`src/rtl/lkb_pkg.sv`:
```
`timescale 1ns/1ps
package lkb_pkg;
  localparam int unsigned LKB_TAG_W = 4;

  typedef enum logic [1:0] {
    OP_NONE    = 2'd0,
    OP_CLAIM   = 2'd1,
    OP_RELEASE = 2'd2
  } lkb_op_e;
endpackage

```
`src/rtl/lkb_decode.sv`:
```
`timescale 1ns/1ps
module lkb_decode
  import lkb_pkg::*;
#(
  parameter int unsigned NUM_LOCKS = 64,
  parameter int unsigned DATA_W    = 32,
  parameter int unsigned TAG_W     = LKB_TAG_W,
  parameter int unsigned IDX_W     = $clog2(NUM_LOCKS),
  parameter int unsigned ADDR_W    = IDX_W + 2
) (
  input  logic [ADDR_W-1:0]    addr,
  input  logic                 wr_en,
  input  logic [DATA_W-1:0]    wr_data,
  output logic [NUM_LOCKS-1:0] sel,
  output lkb_op_e              op,
  output logic [TAG_W-1:0]     tag
);
  localparam logic [IDX_W:0] LIMIT = (IDX_W+1)'(NUM_LOCKS);

  logic [IDX_W-1:0] idx;
  logic             in_range;
  logic             unused_bits;

  assign idx         = addr[ADDR_W-1:2];
  assign in_range    = {1'b0, idx} < LIMIT;
  assign tag         = wr_data[TAG_W-1:0];
  assign unused_bits = ^{addr[1:0], wr_data[DATA_W-1:TAG_W]};

  always_comb begin
    if (!wr_en)            op = OP_NONE;
    else if (tag != '0)    op = OP_CLAIM;
    else                   op = OP_RELEASE;
  end

  for (genvar i = 0; i < NUM_LOCKS; i++) begin : g_sel
    assign sel[i] = wr_en && in_range && (idx == IDX_W'(i));
  end

  always_comb begin
    assert_one_target_R9: assert ($onehot0(sel) || $isunknown(sel))
      else $error("more than one lock selected");
  end
endmodule

```
`src/rtl/lkb_cell.sv`:
```
`timescale 1ns/1ps
module lkb_cell
  import lkb_pkg::*;
#(
  parameter int unsigned TAG_W = LKB_TAG_W
) (
  input  logic             clk,
  input  logic             rst,
  input  logic             sel,
  input  lkb_op_e          op,
  input  logic [TAG_W-1:0] tag,
  output logic [TAG_W-1:0] owner
);
  always_ff @(posedge clk) begin
    if (rst) begin
      owner <= '0;
    end else if (sel) begin
      case (op)
        OP_CLAIM:   if (owner == '0) owner <= tag;
        OP_RELEASE: owner <= '0;
        default:    owner <= owner;
      endcase
    end
  end

  assert_claim_free_R2: assert property (@(posedge clk) disable iff (rst)
    (sel && op == OP_CLAIM && owner == '0) |=> (owner == $past(tag)))
    else $error("free lock did not take the tag");

  assert_held_keeps_R3: assert property (@(posedge clk) disable iff (rst)
    (sel && op == OP_CLAIM && owner != '0) |=> $stable(owner))
    else $error("held lock changed owner on a claim");

  assert_release_R5: assert property (@(posedge clk) disable iff (rst)
    (sel && op == OP_RELEASE) |=> (owner == '0))
    else $error("release did not free the lock");

  assert_untouched_R9: assert property (@(posedge clk) disable iff (rst)
    (!sel) |=> $stable(owner))
    else $error("unselected lock changed");
endmodule

```
`src/rtl/lkb_rdport.sv`:
```
`timescale 1ns/1ps
module lkb_rdport #(
  parameter int unsigned NUM_LOCKS = 64,
  parameter int unsigned DATA_W    = 32,
  parameter int unsigned TAG_W     = 4,
  parameter int unsigned IDX_W     = $clog2(NUM_LOCKS)
) (
  input  logic                             clk,
  input  logic                             rst,
  input  logic                             rd_en,
  input  logic [IDX_W-1:0]                 rd_idx,
  input  logic [NUM_LOCKS-1:0][TAG_W-1:0]  owners,
  output logic [DATA_W-1:0]                rd_data
);
  localparam logic [IDX_W:0] LIMIT = (IDX_W+1)'(NUM_LOCKS);

  logic             in_range;
  logic [TAG_W-1:0] picked;

  assign in_range = {1'b0, rd_idx} < LIMIT;
  assign picked   = in_range ? owners[rd_idx] : '0;

  always_ff @(posedge clk) begin
    if (rst)        rd_data <= '0;
    else if (rd_en) rd_data <= DATA_W'(picked);
  end

  assert_upper_zero_R6: assert property (@(posedge clk) disable iff (rst)
    rd_en |=> (rd_data[DATA_W-1:TAG_W] == '0))
    else $error("upper read bits not zero");

  assert_hold_R7: assert property (@(posedge clk) disable iff (rst)
    (!rd_en) |=> $stable(rd_data))
    else $error("read data changed without a request");
endmodule

```
`src/rtl/lockbank_top.sv`:
```
`timescale 1ns/1ps
module lockbank_top
  import lkb_pkg::*;
#(
  parameter int unsigned NUM_LOCKS = 64,
  parameter int unsigned DATA_W    = 32,
  parameter int unsigned TAG_W     = LKB_TAG_W,
  parameter int unsigned IDX_W     = $clog2(NUM_LOCKS),
  parameter int unsigned ADDR_W    = IDX_W + 2
) (
  input  logic              clk,
  input  logic              rst,
  input  logic [ADDR_W-1:0] addr,
  input  logic              wr_en,
  input  logic [DATA_W-1:0] wr_data,
  input  logic              rd_en,
  output logic [DATA_W-1:0] rd_data
);
  logic [NUM_LOCKS-1:0]             sel;
  lkb_op_e                          op;
  logic [TAG_W-1:0]                 tag;
  logic [NUM_LOCKS-1:0][TAG_W-1:0]  owners;

  lkb_decode #(
    .NUM_LOCKS(NUM_LOCKS), .DATA_W(DATA_W), .TAG_W(TAG_W),
    .IDX_W(IDX_W), .ADDR_W(ADDR_W)
  ) u_decode (
    .addr(addr), .wr_en(wr_en), .wr_data(wr_data),
    .sel(sel), .op(op), .tag(tag)
  );

  for (genvar i = 0; i < NUM_LOCKS; i++) begin : g_lock
    lkb_cell #(.TAG_W(TAG_W)) u_cell (
      .clk(clk), .rst(rst), .sel(sel[i]), .op(op), .tag(tag),
      .owner(owners[i])
    );
  end

  lkb_rdport #(
    .NUM_LOCKS(NUM_LOCKS), .DATA_W(DATA_W), .TAG_W(TAG_W), .IDX_W(IDX_W)
  ) u_rdport (
    .clk(clk), .rst(rst), .rd_en(rd_en), .rd_idx(addr[ADDR_W-1:2]),
    .owners(owners), .rd_data(rd_data)
  );

  assert_reset_clear_R1: assert property (@(posedge clk)
    rst |=> (rd_data == '0))
    else $error("read data not cleared by reset");
endmodule

```
`config.mk`:
```
export PLATFORM = sky130hd
export DESIGN_NAME = lockbank_top
export DESIGN_NICKNAME = d
export VERILOG_FILES = /design/src/rtl/lkb_pkg.sv /design/src/rtl/lkb_decode.sv /design/src/rtl/lkb_cell.sv /design/src/rtl/lkb_rdport.sv /design/src/rtl/lockbank_top.sv
export SDC_FILE = /design/constraint.sdc
export NUM_CORES = 1
export LEC_CHECK = 0
export BUFFER_PORTS_ARGS = -buffer_cell sky130_fd_sc_hd__buf_2
export CAP_MARGIN = 40
export CELL_PAD_IN_SITES_DETAIL_PLACEMENT = 1
export CELL_PAD_IN_SITES_GLOBAL_PLACEMENT = 1
export CORE_MARGIN = 10
export CORE_UTILIZATION = 35
export CTS_BUF_LIST = sky130_fd_sc_hd__clkbuf_8
export DETAILED_ROUTE_END_ITERATION = 10
export PLACE_DENSITY = 0.68
export SLEW_MARGIN = 20
export SYNTH_ARGS = -nofsm -noshare
export SYNTH_HDL_FRONTEND = slang
export SYNTH_HIERARCHICAL = 1
export SYNTH_SLANG_ARGS = --single-unit
export TNS_END_PERCENT = 1
```
`constraint.sdc`:
```
create_clock -name clk -period 9.1 [get_ports clk]
set_input_delay 0.91 -clock clk [delete_from_list [all_inputs] [get_ports clk]]
set_output_delay 0.91 -clock clk [all_outputs]
set_load 0.03 [all_outputs]
```
==> reports/metrics.sh <==
STATUS='finished, final reports clean'
GRT_UTIL_ALL_LAYERS_PCT=16.7
PEAKVDDDROP_mV=0.0873
TRITONCTS.NUM_BUFFERS=46
PLACE.PORT_BUFFERS=17
UNREPAIRED_SETUP_ENDPOINTS_AFTER_GLOBAL_ROUTING='no'
YOSYS_REGISTER_BITS=260
DIE_H_UM=219
SYN_INST=1167
CP_NUM_BUF_INV=4
CTS_SINKS=260
LAYOUT_COMMON_CELLS='dfxtp_1 (260), a22o_2 (256), inv_1 (79)'
CLKLATENCYLATEPIN_NS=0.61
DESIGN_POWER_TOTAL_W=0.00243
FINAL_NET_COUNT=1257
CRITICAL_PATH.TOP_DELAY_FAMILY='buffers and inverters'
YOSYS.AREA.TOP_TYPE='dfxtp_1'
CRITICAL_PATH.CELL_CHAIN='buf_2, buf_4, buf_16, nor4_1, and2_4, buf_12, a31oi_1, a22o_2'
SYNTH_EDF_COUNT=0
REPORT.FINAL.HOLD_VIOL_COUNT=0
DRT-VIAS-PER-INSTANCE=5.88
YOSYS.AREA.TOP_TYPE_SHARE_PCT=37.5
CAP_VIOL_MAX_COUNT=0
POSTROUTEANTENNANETS=0
WL_UM=40800
NUM-FILL-CELLS=4284
DETAILED_PLACE_HPWL_UM=26300
TRITONCTS='built'
NUM_IO_PINS=76
GRT_PASS1_WL_UM=64200
SETUP_VIOL=0
PWR_DENSITY_CELL_nW_PER_UM2=157
MAX_SLEW_HEADROOM_PCT=36.9
CTS.CLK_SLEW.WORST_PATHS_NS=0.06
MIN-DELAY-PATH-CLASS='reg -> reg'
FINCLKSKEW_NS=0.0252
DIE_WIDTH_UM=219
P_LEAK_nW=5.63
FP-ROW-COUNT=72
START_UTIL_PCT=35.6
SLOWEST_STAGE='nor4_1'
PLACEABLECOREAREA_UM2=38900
DETAIL_ROUTE.WL_PER_CELL_UM=23.1
CLOCK_TREE.BUFFER_DEPTH=3
FINISH.UTILIZATION_PCT=39.8
POST_SYNTHESIS_CELL_TYPE_COUNT=42
SYN-MEAN-INSTANCE-AREA_UM2=11.9
FP.DIEAREA_UM2=48000
FINAL-SEQ-AREA_UM2=5200
CTS_SETUP_BUFFERS=0
MULTI_INPUT_COMB_AREA_UM2=8070
SETUP.WORST_PATH.END_CLASS='flop'
CTS_HOLD_BUFFERS=0
CRITICAL-PATH-MAX-STAGE-DELAY_NS=0.65
PERIOD_MINUS_SLACK_NS=3.79
TIMING.FINAL.MAX_SLEW_VIOLATIONS=0
FIN_SETUP_TNS_NS=0
FIRSTDRTPASSITERS=5
SYN_AREA_UM2=13900
DRT_ITER0_MARKERS=606
FMAX_GHz=0.264
GRT_MAX_DEGREE=107
SETUP.WORST_PATH.CLASS='in -> reg'
WORSTMARGINPINSLEW_NS=0.947
N_ANTENNA_CELL=0
VIAS_IN_THE_FIRST_GLOBAL_ROUTE=10900
LAYOUT-DRIVE-GT1-SHARE_PCT=43.4
VIA_TOTAL_AFTER_DETAILED_ROUTING=10400
GP_CONGESTION=0.768
YOSYS_MOST_USED_DFF='dfxtp_1'
SYNTHTOPCELLSBYAREA='dfxtp_1 (38%), a22o_2 (18%), nor4_4 (9.8%)'
LAYOUT_WORST_PATH_CYCLE_SHARE_PCT=41.7
GRT_OVERFLOW_TOTAL=0
REQUIRED_NS=9.58
SYNTH_SEQUENTIAL_AREA_RATIO_PCT=37.5
CTS.HTREE.LEVELS=2
ANTENNA_VIOLATIONS_BEFORE_REPAIR=1
FINAL_COMMON_CELL='dfxtp_1'
AREA_GROWTH_PCT=11.7
CTS_RESIZED=0
ASYNC_RESET_FF_SHARE_PCT=0
CRIT_PATH_MAX_FANOUT=106
REMAINING_DRC_ERRORS=0
TIMING.CRITICAL_PATH.ARRIVAL_NS=4.27
CTS_ROOT_BUFFER='clkbuf_8'
CRITICAL_PATH.STARTPOINT_TYPE='primary input'
SYNTHESIS.YOSYS.WARNINGS=6
## state kept, by name (all words and copies together), names as in the netlist
register,flops
g_lock.u_cell/owner,256
u_rdport/rd_data,4
## Yosys cell counts (2+ instances only)
| cell type | count |
|---|---|
| buf_4 | 38 |
| nand4b_1 | 4 |
| mux2i_1 | 32 |
| or4b_1 | 4 |
| o211a_1 | 4 |
| a22o_2 | 256 |
| buf_1 | 6 |
| a31oi_1 | 68 |
| nor2b_1 | 12 |
| nor2_1 | 69 |
| inv_1 | 64 |
| clkbuf_1 | 9 |
| o32ai_1 | 4 |
| mux4_2 | 48 |
| a211oi_1 | 12 |
| nand2_1 | 5 |
| nor4_4 | 64 |
| o41ai_1 | 3 |
| dfxtp_1 | 260 |
| a22o_1 | 12 |
| buf_6 | 5 |
| and2_1 | 2 |
| nand3b_1 | 2 |
| a22oi_1 | 12 |
| a21oi_1 | 4 |
| buf_2 | 8 |
| nand4bb_1 | 6 |
| nand2b_1 | 71 |
| nand3_1 | 5 |
| or4_4 | 64 |
| o21ai_0 | 3 |
## final timing paths
kind              depth (start not counted)                          to  slack [ns]                       start
setup / recovery                          8  g_lock[27].u_cell/owner[1]        5.31                  wr_data[0]
hold / removal                            1   g_lock[9].u_cell/owner[3]        0.51   g_lock[9].u_cell/owner[3]
setup reg to reg                          5         u_rdport/rd_data[0]        7.21  g_lock[39].u_cell/owner[0]
hold reg to reg                           1   g_lock[9].u_cell/owner[3]        0.51   g_lock[9].u_cell/owner[3]
## routing by layer
layer / track usage (%) / share of wire (%) / wire, µm
met3: 2.48 / 4.1 / 1680
met2: 27.1 / 47 / 19200
met4: 4.71 / 2.0 / 812
met1: 22.6 / 47 / 19100
met5: 0 / 0.042 / 17
## power breakdown
group	internal [W]	total [W]	switching [W]
logic	0.0000610	0.000216	0.000155
registers	0.00114	0.00114	0.00000293
clock network	0.000564	0.00107	0.000507
total	0.00177	0.00243	0.000666
## per-stage QoR
stage / cells / worst slack [ns] / hold WS (ns) / cell area [µm²]
2_1_floorplan: 1194 / 1.64 / 0.464 / 14000
6_report: 1764 / 5.31 / 0.507 / 15500
4_1_cts: 1762 / 5.39 / 0.506 / 15400
5_1_grt: 1764 / 5.18 / 0.524 / 15500
3_5_place_dp: 1681 / 4.79 / 0.488 / 14500
3_3_place_gp: 1672 / 4.92 / 0.489 / 14300
## logic make-up (layout without fill, tap and decap cells)
family / count (synthesis) / after routing / synth area share (%)
other cells: 1 / 28 / 0.0271
simple gates: 315 / 315 / 22.5
flops: 260 / 260 / 37.5
buf+inv: 131 / 183 / 5.04
compound gates: 380 / 380 / 24.7
mux: 80 / 80 / 10.1
## area by class of cell
| cell class | count | area share, % |
|---|---|---|
| clock inverter | 24 | 0.703 |
| tap | 518 | 4.19 |
| sequential | 260 | 33.6 |
| timing repair buffer | 38 | 2.73 |
| inverter | 64 | 1.55 |
| multi-input combinational | 803 | 52.1 |
| clock buffer | 57 | 5.07 |
Power figures use the tool's default switching activity.
